`src/rtl/mdrop_pkg.sv`:
```
package mdrop_pkg;

    localparam int unsigned BYTE_W = 8;

    typedef enum logic [1:0] {
        FR_IDLE = 2'd0,
        FR_DATA = 2'd1,
        FR_ADDR = 2'd2
    } frame_kind_e;

endpackage

```
`src/rtl/mdrop_frame_decode.sv`:
```
module mdrop_frame_decode
    import mdrop_pkg::*;
#(
    parameter int unsigned DATA_W = 8
) (
    input  logic              valid_i,
    input  logic              ninth_i,
    input  logic [DATA_W-1:0] byte_i,
    input  logic [DATA_W-1:0] own_addr_i,
    output frame_kind_e       kind_o,
    output logic              hit_o
);

    logic [DATA_W-1:0] bit_eq;

    // Per-bit equality, reduced below
    for (genvar i = 0; i < DATA_W; i++) begin : g_bit_eq
        assign bit_eq[i] = ~(byte_i[i] ^ own_addr_i[i]);
    end

    always_comb begin
        if (!valid_i) begin
            kind_o = FR_IDLE;
        end else if (ninth_i) begin
            kind_o = FR_ADDR;
        end else begin
            kind_o = FR_DATA;
        end
        hit_o = &bit_eq;
    end

endmodule

```
`src/rtl/mdrop_irq_ctrl.sv`:
```
module mdrop_irq_ctrl (
    input  logic clk_i,
    input  logic rst_ni,
    input  logic raise_i,
    input  logic ack_i,
    output logic pend_o
);

    logic pend_d, pend_q;

    always_comb begin
        pend_d = pend_q;
        if (ack_i) begin
            pend_d = 1'b0;
        end
        if (raise_i) begin
            pend_d = 1'b1; // a new event outranks a concurrent acknowledge
        end
    end

    always_ff @(posedge clk_i) begin
        if (!rst_ni) begin
            pend_q <= 1'b0;
        end else begin
            pend_q <= pend_d;
        end
    end

    assign pend_o = pend_q;

    assert_irq_sticky_R7: assert property (@(posedge clk_i) disable iff (!rst_ni)
        (pend_o && !ack_i) |=> pend_o);

    assert_irq_no_spurious_R8: assert property (@(posedge clk_i) disable iff (!rst_ni)
        (!pend_o && !raise_i) |=> !pend_o);

    assert_irq_raise_wins_R9: assert property (@(posedge clk_i) disable iff (!rst_ni)
        (raise_i && ack_i) |=> pend_o);

endmodule

```
`src/rtl/mdrop_addr_filter.sv`:
```
module mdrop_addr_filter
    import mdrop_pkg::*;
#(
    parameter int unsigned DATA_W = BYTE_W
) (
    input  logic              clk_i,
    input  logic              rst_ni,
    input  logic              rx_valid_i,
    input  logic [DATA_W-1:0] rx_data_i,
    input  logic              rx_ninth_i,
    input  logic [DATA_W-1:0] node_addr_i,
    input  logic              irq_en_i,
    input  logic              irq_ack_i,
    output logic              out_valid_o,
    output logic [DATA_W-1:0] out_data_o,
    output logic              sel_o,
    output logic              irq_o
);

    typedef struct packed {
        logic              sel;
        logic              fwd_vld;
        logic [DATA_W-1:0] fwd_data;
    } filt_state_t;

    frame_kind_e kind;
    logic        hit;
    logic        irq_raise;
    filt_state_t st_d, st_q;

    mdrop_frame_decode #(
        .DATA_W(DATA_W)
    ) u_decode (
        .valid_i   (rx_valid_i),
        .ninth_i   (rx_ninth_i),
        .byte_i    (rx_data_i),
        .own_addr_i(node_addr_i),
        .kind_o    (kind),
        .hit_o     (hit)
    );

    assign irq_raise = (kind == FR_ADDR) && irq_en_i;

    mdrop_irq_ctrl u_irq (
        .clk_i  (clk_i),
        .rst_ni (rst_ni),
        .raise_i(irq_raise),
        .ack_i  (irq_ack_i),
        .pend_o (irq_o)
    );

    always_comb begin
        st_d         = st_q;
        st_d.fwd_vld = 1'b0;
        unique case (kind)
            FR_ADDR: begin
                st_d.sel = hit;
            end
            FR_DATA: begin
                if (st_q.sel) begin
                    st_d.fwd_vld  = 1'b1;
                    st_d.fwd_data = rx_data_i;
                end
            end
            default: ;
        endcase
    end

    always_ff @(posedge clk_i) begin
        if (!rst_ni) begin
            st_q <= '0;
        end else begin
            st_q <= st_d;
        end
    end

    assign sel_o       = st_q.sel;
    assign out_valid_o = st_q.fwd_vld;
    assign out_data_o  = st_q.fwd_data;

    assert_match_selects_R2: assert property (@(posedge clk_i) disable iff (!rst_ni)
        (rx_valid_i && rx_ninth_i && (rx_data_i == node_addr_i)) |=> sel_o);

    assert_miss_deselects_R3: assert property (@(posedge clk_i) disable iff (!rst_ni)
        (rx_valid_i && rx_ninth_i && (rx_data_i != node_addr_i)) |=> !sel_o);

    assert_unsel_drop_R5: assert property (@(posedge clk_i) disable iff (!rst_ni)
        (rx_valid_i && !rx_ninth_i && !sel_o) |=> (!out_valid_o && $stable(out_data_o)));

    assert_addr_not_fwd_R6: assert property (@(posedge clk_i) disable iff (!rst_ni)
        (rx_valid_i && rx_ninth_i) |=> !out_valid_o);

    assert_idle_hold_R11: assert property (@(posedge clk_i) disable iff (!rst_ni)
        !rx_valid_i |=> (!out_valid_o && $stable(sel_o) && $stable(out_data_o)));

endmodule

```
`config.mk`:
```
export PLATFORM = sky130hd
export DESIGN_NAME = mdrop_addr_filter
export DESIGN_NICKNAME = d
export VERILOG_FILES = /design/src/rtl/mdrop_pkg.sv /design/src/rtl/mdrop_frame_decode.sv /design/src/rtl/mdrop_irq_ctrl.sv /design/src/rtl/mdrop_addr_filter.sv
export SDC_FILE = /design/constraint.sdc
export NUM_CORES = 1
export LEC_CHECK = 0
export ABC_AREA = 1
export BUFFER_PORTS_ARGS = -buffer_cell sky130_fd_sc_hd__buf_2
export CORE_AREA = 2 2 39 41
export CTS_BUF_LIST = sky130_fd_sc_hd__clkbuf_16
export DETAILED_ROUTE_END_ITERATION = 10
export DIE_AREA = 0 0 41 43
export PLACE_DENSITY = 0.76
export SYNTH_ARGS = -nofsm -noshare
export SYNTH_HDL_FRONTEND = slang
export SYNTH_SLANG_ARGS = --single-unit
export TNS_END_PERCENT = 10
```
`constraint.sdc`:
```
create_clock -name clk_i -period 2.49 [get_ports clk_i]
set_input_delay 0.498 -clock clk_i [delete_from_list [all_inputs] [get_ports clk_i]]
set_output_delay 0.498 -clock clk_i [all_outputs]
set_load 0.02 [all_outputs]
```
==> results of run 1 <==
==> worst min-delay path by stage <==
stage / start / endpoint / slack, ps / depth (start not counted)
3_5_place_dp: u_irq.pend_o / u_irq.pend_o / 460 / 2
4_1_cts: u_irq.pend_o / u_irq.pend_o / 470 / 2
5_1_grt: u_irq.pend_o / u_irq.pend_o / 490 / 2
3_3_place_gp: u_irq.pend_o / u_irq.pend_o / 450 / 2
2_1_floorplan: u_irq.pend_o / u_irq.pend_o / 540 / 2
6_report: u_irq.pend_o / u_irq.pend_o / 460 / 2
==> worst reg2reg max path, stage by stage, from the launching register on <==
cell	delay [ps]
dfxtp_1	330
nand2_1	70
nor2_2	410
inv_1	190
nor2_1	120
nor2_1	60
==> per-stage QoR <==
step / util / hold WS (ps) / worst slack, ps
2_1_floorplan: - / 540.0 / 1430
5_1_grt: 0.5723 / 490.7 / 1027
6_report: 0.5723 / 462.0 / 1181
4_1_cts: 0.5723 / 465.6 / 1185
3_3_place_gp: 0.5154 / 449.8 / 960.9
3_5_place_dp: 0.5154 / 458.7 / 947.5
==> placed cells by master, fill, tap and decap left out, drive strengths merged <==
master  Yosys  layout
buf         1      32
nor2       15      15
nand3       1       1
a21oi       6       6
nand2      21      21
xor2        2       2
inv        13      14
dfxtp      11      11
xnor2       1       1
clkbuf      0       3
o21ai       8       8
==> cell type report <==
class | count | area (um^2)
clock buffer | 3 | 75.07
clock inverter | 1 | 3.754
fill | 145 | 591.8
inverter | 13 | 48.80
multi-input combinational | 54 | 264.0
sequential | 11 | 220.2
tap | 16 | 20.02
timing repair buffer | 32 | 160.2
==> logic make-up (layout without fill, tap and decap cells) <==
| logic type | count (synthesis) | in the layout | synth area share |
|---|---|---|---|
| xor+xnor | 3 | 3 | 0.04828 |
| flops | 11 | 11 | 0.4046 |
| compound gates | 14 | 14 | 0.1563 |
| buf+inv | 14 | 49 | 0.1103 |
| simple gates | 37 | 37 | 0.2804 |
==> per-layer routing <==
layer,GRT usage,wire length [um]
met1,0.1656,469
met2,0.2406,586
met3,0.06283,97
met4,0.06000,6
met5,0,0
==> state kept, by name, summed over array words and instances (netlist names) <==
name,count
out_valid_o,1
out_data_o,8
sel_o,1
u_irq.pend_o,1
==> power by group through the flow <==
stage / combinational (uW) / sequential [uW] / clock (uW)
global placement: 45.1 / 181 / 0
detailed placement: 46.4 / 181 / 0
global route: 52.7 / 178 / 298
floorplan: 20.3 / 182 / 0
finish: 46.3 / 178 / 287
CTS: 46.6 / 178 / 292
==> impl_metrics.json, run 1 <==
{
  "portBuffers": 32,
  "r2r-end": "out_data_o[4]",
  "min_period_ps": 1309,
  "p_switching_uw": 101.0,
  "final-instance-count-excl-fill": 130,
  "via_count": 574,
  "rr_startpoint": "sel_o",
  "reg2reg_depth": 5,
  "antenna_found_initial": 0,
  "netlist_instances": 79,
  "hp-class": "reg2reg",
  "drive_above_1_share": 0.4035,
  "grt.total_usage": 0.1501,
  "die-area_um2": 1763,
  "setup_viol": 0,
  "yosys.area.top_type": "dfxtp_1",
  "drc_errors": 0,
  "die_w_um": 41,
  "crit_start": "rx_valid_i",
  "grt_pass1_wl_mm": 1.787,
  "async_flop_share": 0,
  "avgRoutedWirePerCell_um": 8.923,
  "dp_hpwl_um": 934.4,
  "power_report.internal_total_uw": 409.9,
  "ant_nets": 0,
  "relSlewSlack": 0.6534,
  "clock.fmax_ghz": 0.7642,
  "die-height_um": 43,
  "start_kind": "input port",
  "finalHoldViolations": 0,
  "worstSetupEndpointType": "flop",
  "area_growth_pct": 45.52,
  "slowest_stage": "nor2_2",
  "finalWirelength_mm": 1.160,
  "place_congestion": 0.6242,
  "synth_top_area_frac": 0.4046,
  "drv_slew": 0,
  "critPathKind": "in2reg",
  "worst-path-buf-inv": 2,
  "swShare": 0.1977,
  "path_clk_slew_ps": 40,
  "yosysMostFrequentCell": "nand2_1",
  "dp.cells": 126,
  "cp.arrival_ps": 1440,
  "synth_flop_cell": "dfxtp_1",
  "synth_area_um2": 544.3,
  "ys_seq_area_frac": 0.4046,
  "core_um2": 1384,
  "grt_pass1_vias": 480,
  "cts_sinks": 11,
  "cts_buffers": 3,
  "syn_nets": 101,
  "post_cts_buffers": 0,
  "cpMostUsedCell": "nor2_1",
  "vdd_drop_max_mv": 0.4795,
  "synth_area_leaders": "dfxtp_1, nand2_1, nor2_1",
  "reg2reg_slack_ps": 1200,
  "grt_max_degree": 14,
  "rows": 14,
  "start_util": 0.3933,
  "ctsHtreeMaxLevel": 1,
  "max_stage_delay_ps": 410,
  "clockRootBuffer": "clkbuf_16",
  "status": "finished, final reports clean",
  "avgSynthCellArea_um2": 6.890,
  "power.total_uw": 511.0,
  "crit_required_ps": 2620,
  "yosysUniqueCellTypes": 16,
  "p_leak_uw": 0.0004504,
  "seqPwrFrac": 0.348,
  "ys_ff_latch": 11,
  "critPathMaxFanout": 13,
  "diodes": 0,
  "overflow": 0,
  "pwr-share-clk": 0.561,
  "drv_cap": 0,
  "combPwrFrac": 0.091,
  "clockBufferDepth": 2,
  "crit_cells": 6,
  "synthTopCellsByCount": "nand2_1, nor2_1, dfxtp_1, inv_1, o21ai_1",
  "period_share": 0.5255,
  "place_area_um2": 713.2,
  "synth_edf_count": 0,
  "firstDrtPassIters": 4,
  "clkLatencyLatePin_ps": 240,
  "io_pins": 33,
  "power_density_nw_per_um2": 645.1,
  "cts_resized": 0,
  "crit_family": "simple AND/OR/NAND/NOR gates",
  "yosysWarnings": 0,
  "ctsHoldBuffers": 0,
  "tritoncts": "yes",
  "final_nets": 137,
  "path_cells": "buf_2 -> nand2_1 -> nor2_2 -> inv_1 -> nor2_1 -> nor2_1",
  "finalClockSkew_ps": 1.431,
  "stdcell_area_um2": 792.0,
  "via_per_inst": 4.415,
  "tightestPinTransition_ps": 519.3,
  "tns_ps": 0,
  "worstSetupEndpoint": "out_data_o[4]",
  "rsz0062_at_grt": "false",
  "drt_iter0_markers": 10
}
Note: power is estimated with default switching activity, not from simulation.
==> inputs of run 2 (changes only) <==
Settings changed: CORE_AREA 2 2 39 41 to default, CORE_UTILIZATION from default to 36, DIE_AREA 0 0 41 43 to default, PLACE_DENSITY 0.76 to 0.71.
Clock period 2.49 ns to 1.2 ns, I/O delays scaled along.
==> impl_metrics.json, run 2 (synthesized netlist as in run 1, its figures left out) <==
{
  "status": "finished, final reports clean",
  "ctsHtreeMaxLevel": 1,
  "path_cells": "buf_2",
  "final_common_cell": "buf_2",
  "crit_cells": 1,
  "crit_start": "out_data_o[0]",
  "grt.total_usage": 0.1551,
  "dp_hpwl_um": 921.4,
  "area_growth_pct": 46.67,
  "io_pins": 33,
  "grt_pass1_vias": 439,
  "finalWirelength_mm": 1.192,
  "cts_resized": 0,
  "avgRoutedWirePerCell_um": 9.169,
  "max_stage_delay_ps": 340,
  "setup_viol": 0,
  "clockRootBuffer": "clkbuf_16",
  "portBuffers": 32,
  "die_w_um": 40.88,
  "die-area_um2": 1671,
  "clock.fmax_ghz": 1.020,
  "die-height_um": 40.88,
  "drv_cap": 0,
  "via_per_inst": 4.469,
  "firstDrtPassIters": 2,
  "cts_sinks": 11,
  "worstSetupEndpointType": "primary output",
  "r2r-end": "out_data_o[3]",
  "clkLatencyLatePin_ps": 230,
  "grt_max_degree": 13,
  "post_cts_buffers": 0,
  "clockBufferDepth": 2,
  "drc_errors": 0,
  "critPathKind": "reg2out",
  "rows": 13,
  "overflow": 0,
  "rr_startpoint": "sel_o",
  "cts_buffers": 3,
  "rsz0062_at_grt": "false",
  "crit_family": "flip-flops",
  "start_util": 0.4032,
  "vdd_drop_max_mv": 1.101,
  "ant_nets": 0,
  "tightestPinTransition_ps": 178.2,
  "reg2reg_slack_ps": 220,
  "largest_reg_flops": 8,
  "drt_iter0_markers": 1,
  "drive_above_1_share": 0.4087,
  "p_leak_uw": 0.0004559,
  "final-instance-count-excl-fill": 130,
  "grt_pass1_wl_mm": 1.669,
  "power_density_nw_per_um2": 1315,
  "period_share": 0.8169,
  "fin_util": 0.5913,
  "reg2reg_depth": 5,
  "place_congestion": 0.6878,
  "finalClockSkew_ps": 2.185,
  "min_period_ps": 980.2,
  "final_cell_mix": "buf_2, nand2_1, inv_1, nor2_1, dfxtp_1",
  "via_count": 581,
  "ctsHoldBuffers": 0,
  "drv_slew": 0,
  "tns_ps": 0,
  "worst-path-buf-inv": 1,
  "path_clk_slew_ps": 40,
  "slowest_stage": "dfxtp_1",
  "worstSetupEndpoint": "out_data_o[0]",
  "hp-class": "in2reg",
  "diodes": 0,
  "antenna_found_initial": 0,
  "cp.arrival_ps": 740,
  "finalHoldViolations": 0,
  "start_kind": "flop",
  "relSlewSlack": 0.8811,
  "crit_required_ps": 960,
  "critPathMaxFanout": 2,
  "dp.cells": 126,
  "final_nets": 138,
  "core_um2": 1350,
  "tritoncts": "yes"
}
run 2: worst reg2reg max path, cell delays in order (launching register included):
cell	delay, ps
dfxtp_1	340
nand2_1	70
nor2_2	100
buf_4	200
o21ai_0	100
a21oi_1	110
run 2: report_power, final:
| part | switching, uW | internal, uW | total (uW) |
|---|---|---|---|
| registers | 0.616 | 369 | 369 |
| clock network | 148 | 436 | 584 |
| logic | 50.8 | 45.4 | 96.1 |
| total | 200 | 850 | 1050 |
run 2: final cells by class:
cell class | instances | area [um^2]
fill | 133 | 551.8
multi-input combinational | 54 | 264.0
sequential | 11 | 220.2
timing repair buffer | 33 | 167.7
clock buffer | 3 | 75.07
inverter | 13 | 48.80
tap | 15 | 18.77
clock inverter | 1 | 3.754
run 2: worst min path at each step:
stage                       startpoint            end  slack (ps)  cells after the start
after floorplan                 rst_ni  out_data_o[0]         360                      2
after global placement    u_irq.pend_o   u_irq.pend_o         450                      2
after detailed placement  u_irq.pend_o   u_irq.pend_o         460                      2
after CTS                     irq_en_i   u_irq.pend_o         260                      3
after global routing          irq_en_i   u_irq.pend_o         260                      3
final                         irq_en_i   u_irq.pend_o         250                      3
run 2: routing by layer:
layer	vias to the layer above	global-route usage	routed length, um
met2	18	0.2539	564
met1	247	0.1797	550
met5	-	0	0
li1	314	-	-
met4	0	0.07500	14
met3	2	0.04891	62
run 2: through the flow:
stage               hold WS, ps  total power [uW]  area, um^2  setup WS, ps
finish                    250.3              1049       798.3         219.8
detailed placement        462.0             471.1       719.4         219.7
CTS                       257.1              1056       798.3         209.7
global route              258.1              1089       798.3         89.02
global placement          449.6             468.9       719.4         237.4
floorplan                 357.0             419.3       544.3         160.0
